[config.mk]
export PLATFORM = sky130hd
export DESIGN_NAME = mm3_core
export DESIGN_NICKNAME = d
export VERILOG_FILES = /design/src/rtl/mm3_core.sv
export SDC_FILE = /design/constraint.sdc
export NUM_CORES = 1
export LEC_CHECK = 0
export ABC_AREA = 1
export BUFFER_PORTS_ARGS = -buffer_cell sky130_fd_sc_hd__buf_4
export CORE_ASPECT_RATIO = 1.75
export CORE_MARGIN = 5
export CORE_UTILIZATION = 40
export CTS_BUF_LIST = sky130_fd_sc_hd__clkbuf_8 sky130_fd_sc_hd__clkbuf_16
export DETAILED_ROUTE_END_ITERATION = 8
export GPL_TIMING_DRIVEN = 0
export HOLD_SLACK_MARGIN = 0.1
export PLACE_DENSITY_LB_ADDON = 0.1
export SLEW_MARGIN = 20
export SYNTH_ARGS = -nofsm -noshare
export SYNTH_HDL_FRONTEND = slang
export SYNTH_SLANG_ARGS = --single-unit
[constraint.sdc]
create_clock -name clk -period 6.04 [get_ports clk]
set_input_delay 0.302 -clock clk [delete_from_list [all_inputs] [get_ports clk]]
set_output_delay 0.302 -clock clk [all_outputs]
set_load 0.005 [all_outputs]
[src/rtl/mm3_core.sv]
module mm3_core #(
  parameter int AW  = 12,
  parameter int DW  = 16,
  parameter int CW  = 32,
  parameter int OPW = 4
) (
  input  logic          clk,
  input  logic          rst_n,
  output logic [AW-1:0] mem_addr,
  output logic          mem_re,
  output logic          mem_we,
  output logic [DW-1:0] mem_wdata,
  input  logic [DW-1:0] mem_rdata,
  output logic          halted,
  output logic [CW-1:0] acc_count
);

  localparam logic [OPW-1:0] OP_ADD = OPW'(1);
  localparam logic [OPW-1:0] OP_SUB = OPW'(2);
  localparam logic [OPW-1:0] OP_MUL = OPW'(3);
  localparam logic [AW-1:0]  STEP   = AW'(3);

  typedef enum logic [2:0] {S_F0, S_F1, S_F2, S_R1, S_R2, S_WR, S_HLT} state_t;

  state_t          state;
  logic [AW-1:0]   pc, dst, s1, s2;
  logic [OPW-1:0]  op;
  logic [DW-1:0]   a, b;
  logic [OPW-1:0]  fetched_op;
  logic            op_ok;

  assign fetched_op = mem_rdata[DW-1 -: OPW];
  assign op_ok      = (fetched_op == OP_ADD) || (fetched_op == OP_SUB) || (fetched_op == OP_MUL);

  always_comb begin
    case (state)
      S_F0:    mem_addr = pc;
      S_F1:    mem_addr = pc + AW'(1);
      S_F2:    mem_addr = pc + AW'(2);
      S_R1:    mem_addr = s1;
      S_R2:    mem_addr = s2;
      S_WR:    mem_addr = dst;
      default: mem_addr = pc;
    endcase
  end

  assign mem_re = (state == S_F0) || (state == S_F1) || (state == S_F2) ||
                  (state == S_R1) || (state == S_R2);
  assign mem_we = (state == S_WR);
  assign halted = (state == S_HLT);

  always_comb begin
    case (op)
      OP_ADD:  mem_wdata = a + b;
      OP_SUB:  mem_wdata = a - b;
      default: mem_wdata = a * b;
    endcase
  end

  always_ff @(posedge clk or negedge rst_n) begin
    if (!rst_n) begin
      state <= S_F0;
      pc    <= '0;
      dst   <= '0;
      s1    <= '0;
      s2    <= '0;
      op    <= '0;
      a     <= '0;
      b     <= '0;
    end else begin
      case (state)
        S_F0: begin
          op    <= fetched_op;
          dst   <= mem_rdata[AW-1:0];
          state <= op_ok ? S_F1 : S_HLT;
        end
        S_F1: begin
          s1    <= mem_rdata[AW-1:0];
          state <= S_F2;
        end
        S_F2: begin
          s2    <= mem_rdata[AW-1:0];
          state <= S_R1;
        end
        S_R1: begin
          a     <= mem_rdata;
          state <= S_R2;
        end
        S_R2: begin
          b     <= mem_rdata;
          state <= S_WR;
        end
        S_WR: begin
          pc    <= pc + STEP;
          state <= S_F0;
        end
        default: state <= S_HLT;
      endcase
    end
  end

  always_ff @(posedge clk or negedge rst_n) begin
    if (!rst_n)
      acc_count <= '0;
    else if (mem_re || mem_we)
      acc_count <= acc_count + CW'(1);
  end

  AST_ONE_ACCESS: assert property (@(posedge clk) disable iff (!rst_n) !(mem_re && mem_we));
  AST_CNT_STEP: assert property (@(posedge clk) disable iff (!rst_n) (mem_re || mem_we) |=> acc_count == $past(acc_count) + CW'(1));
  AST_CNT_HOLD: assert property (@(posedge clk) disable iff (!rst_n) !(mem_re || mem_we) |=> $stable(acc_count));
  AST_HALT_QUIET: assert property (@(posedge clk) disable iff (!rst_n) halted |-> !mem_re && !mem_we);
  AST_HALT_STICKY: assert property (@(posedge clk) disable iff (!rst_n) halted |=> halted && $stable(acc_count));
  AST_PC_STEP: assert property (@(posedge clk) disable iff (!rst_n) mem_we |=> mem_re && mem_addr == $past(pc) + STEP);

endmodule

==> summary.md <==
| Metric | Value |
|---|---|
| Via density | ~5 |
| Number of global-route vias before repair | around 11000 |
| Count of nets after finishing | roughly 1800 |
| TritonCTS Buffers | 17 |
| Worst Tran Pin Value | 0.747 ns |
| Place WS | -0.644 ns |
| HPWL Detailed | approximately 27 mm |
| Crit-path slowest cell | fa_1 |
| Worst r2r src | state[0]$_DFF_PN0_ |
| Initial antenna violation count | 0 |
| # Max-Cap Violations | 0 |
| Worst hold path type | input pin to register |
| Largest net degree at the start of global routing | 64 |
| Core Region | 28000 sq um |
| Final Max Slew Viols | 0 |
| PwrDens | roughly 140 nW/um^2 |
| RSZ-0062 raised after global routing | yes |
| First-pass GRT wire length | between 50 and 60 mm |
| DR iter-0 viols | 560 |
| FFs w/ async S/R, synth | 100% |
| Clock latency on the worst-skew pair | between 0.4 and 0.5 ns |
| EDFF count, synth | 0 |
| CP Class | register to primary output |
| Die area | approximately 32000 sq um |
| Leakage | between 7 and 8 nW |
| Setup slack after layout | -0.0692 ns |
| Final Wtd Congestion | between 0.8 and 0.9 |
| Fmax | 0.164 GHz |
| Outcome | finished, violations left |
| Core Rows | 81 |
| Post-Syn Area | 11300 sq um |
| Worst EP arrival | about 5.8 ns |
| Peak supply drop | 0.233 mV |
| Layout overhead on the synthesized area | 20.0% |
| Routed Antenna Nets | 0 |
| Synthesized instance count | approximately 1500 |
| Most repeated library cell on the critical path | fa_1 |
| Syn nets | 1698 |
| CP delay by family, top | adder cells |
| Setup TNS Final | -0.0692 ns |
| Number of synthesized register bits | roughly 120 |
| Die Height | roughly 230 microns |
| Syn. warnings | 0 |
| CTS tree | yes |
| Critical path's largest stage delay | 0.58 ns |
| WL final | between 30 and 40 mm |
| Max Root-Sink Buffers | 2 |
| Synth Area per Inst | ~7.4 sq um |
| DRC | 0 |
| Hold Vio Cnt, Final | 0 |
| Cell variety after synth | 55 |
| Period utilization | 101% |
| Drt wl/cell | around 17 microns |
| Gr ovfl total | 0 |
| Worst EP required | about 5.7 ns |
| CTS root buffer | clkbuf_16 |
| CP Launch Type | register |
| Ant diodes | 0 |
| Max_slew headroom | around 50% |
| Worst-path clk slew | ~0.06 ns |
| # IOs | 81 |
| Final setup viols | 1 |
| Post-Route Utilization | around 49% |
| Seq/Total Area, Yosys | roughly a quarter |
| Starting Density | slightly above 40% |
| Period minus WS final | 6.11 ns |
| Pre-antenna DRT Iters | 5 |
| CP Capture Type | primary output |
| Post-Route Skew | approximately 0.008 ns |
| Share of layout cells above drive strength 1 | approximately 17% |
| I/O Buffers | 80 |
| Total GRT Usage | 23.1% |
| CTS sink cnt | around 120 |
| Vias | between 10000 and 15000 |
| Failing checks | negative setup slack |
| H-tree Lvls | 4 |
| Die Width | around 140 microns |
| Worst Hold Launch | mem_rdata[13] |
| Worst Setup SP | b[4]$_DFFE_PN0N_ |
| Most used DFF post-synth | dfrtp_1 |
| CP max FO | 6 |
| WP buf/inv | 8 |
==> power breakdown <==
group          switching [W]  internal [W]  leakage (nW)   total, W
Sequential                 0      0.000797          1.27   0.000797
Combinational      0.0000268     0.0000103          5.97  0.0000371
Clock               0.000393      0.000633         0.287    0.00103
Total               0.000420       0.00144          7.53    0.00186
==> layout make-up <==
type	count	area, sq um
clock inverters	13	145
clock buffers	19	453
fillers	2922	14400
multi-input cells	1018	7090
plain buffers	44	275
inverters	334	1260
flip-flops and latches	119	3000
repair buffers	112	905
well taps	373	467
==> cells in the final DEF, fill, tap and decap left out, types with 6 or more instances in the layout <==
| cell | count |
|---|---|
| a21oi_1 | 40 |
| nor2_2 | 12 |
| fa_1 | 76 |
| nor2_1 | 49 |
| nor3_1 | 16 |
| nor3_4 | 6 |
| dfrtp_1 | 108 |
| xor2_1 | 42 |
| clkbuf_16 | 18 |
| clkbuf_1 | 16 |
| dfrtp_2 | 7 |
| nand2_2 | 12 |
| nand3_1 | 56 |
| nand2_1 | 397 |
| buf_6 | 14 |
| buf_4 | 101 |
| inv_1 | 307 |
| o21ai_0 | 114 |
| buf_2 | 13 |
| nand4_1 | 15 |
| a22o_1 | 6 |
| ha_1 | 60 |
| xnor2_1 | 21 |
| inv_2 | 26 |
| ha_4 | 8 |
==> state kept, by name, indices dropped and copies added, names as in the netlist <==
signal,cells
pc,12
dst,12
s1,12
a,16
op,4
state,3
b,16
s2,12
acc_count,32
==> worst reg2reg max path: cells and delay by family (launching register included) <==
| kind | cells | cell delay, ns |
|---|---|---|
| flip-flops | 1 | 0.32 |
| buffers and inverters | 5 | 0.56 |
| XOR/XNOR | 1 | 0.18 |
| AND/OR/NAND/NOR | 4 | 0.70 |
==> per-stage QoR <==
step           cells  area, sq um  hold slack, ns  total power, W
5_1_grt         2032        13600           0.152         0.00192
2_1_floorplan   1528        11300         0.00641        0.000817
6_report        2032        13600           0.121         0.00186
4_1_cts         2027        13500           0.108         0.00188
3_3_place_gp    1981        12400           0.467        0.000847
3_5_place_dp    1982        12400           0.316        0.000850
==> worst paths after layout <==
check | end | slack [ns] | depth (start not counted)
max | mem_wdata[15] | -0.07 | 25
min | op[1]$_DFFE_PN0P_ | 0.12 | 3
max reg2reg | pc[9]$_DFFE_PN0P_ | 4.17 | 10
min reg2reg | dst[0]$_DFFE_PN0P_ | 0.49 | 2
max in group asynchronous | a[6]$_DFFE_PN0N_ | 4.91 | 3
min in group asynchronous | s2[0]$_DFFE_PN0P_ | 0.40 | 2
==> what timing repair did <==
action | 4_1_cts | 5_1_grt
pin swaps | 32 | 49
gates resized for setup | 88 | 47
setup buffers | 22 | 8
hold buffers | 1 | 0
cloned | 0 | 0
setup endpoints to repair | 7 | 6
hold endpoints to repair | 56 | 0
==> Yosys cell counts, drive strengths merged, types with 2 or more instances <==
library cell  number  share of area (%)
buf               25                1.1
o31ai              3               0.20
nor2              62                2.3
o22ai              2               0.11
a221oi             4               0.31
nor4               8               0.63
fa                81                 14
o21a               2               0.13
dfrtp            119                 26
nand3b             3               0.20
xnor2             21                1.6
nand3             62                3.0
o21ai            122                5.4
clkbuf            32                1.1
or2                3               0.17
inv              334                 11
xor2              42                3.2
a21o               4               0.27
a31oi              4               0.22
o21bai             2               0.13
nor3              25                1.7
nand2            412                 14
a2111oi            3               0.23
a22o               6               0.46
ha                71                7.8
o211ai             5               0.33
nand4             17                1.0
a21oi             45                2.0
==> logic make-up (layout without fill, tap and decap cells) <==
| logic type | count (synthesis) | count (layout) | share of synthesized area, % |
|---|---|---|---|
| flip-flops | 119 | 119 | 26.3 |
| AND/OR/NAND/NOR | 592 | 592 | 23.0 |
| buffers and inverters | 391 | 522 | 13.2 |
| AO/OA/AOI/OAI | 211 | 211 | 10.5 |
| adder cells (fa/ha/maj) | 152 | 152 | 22.2 |
| XOR/XNOR | 63 | 63 | 4.87 |
==> per-layer routing <==
layer / track usage, % / wire [microns]
met5: 0 / 0
met4: 11.2 / 1970
met3: 3.12 / 1020
met2: 45.1 / 19900
met1: 23.1 / 12600
Note: power is estimated with default switching activity, not from simulation.
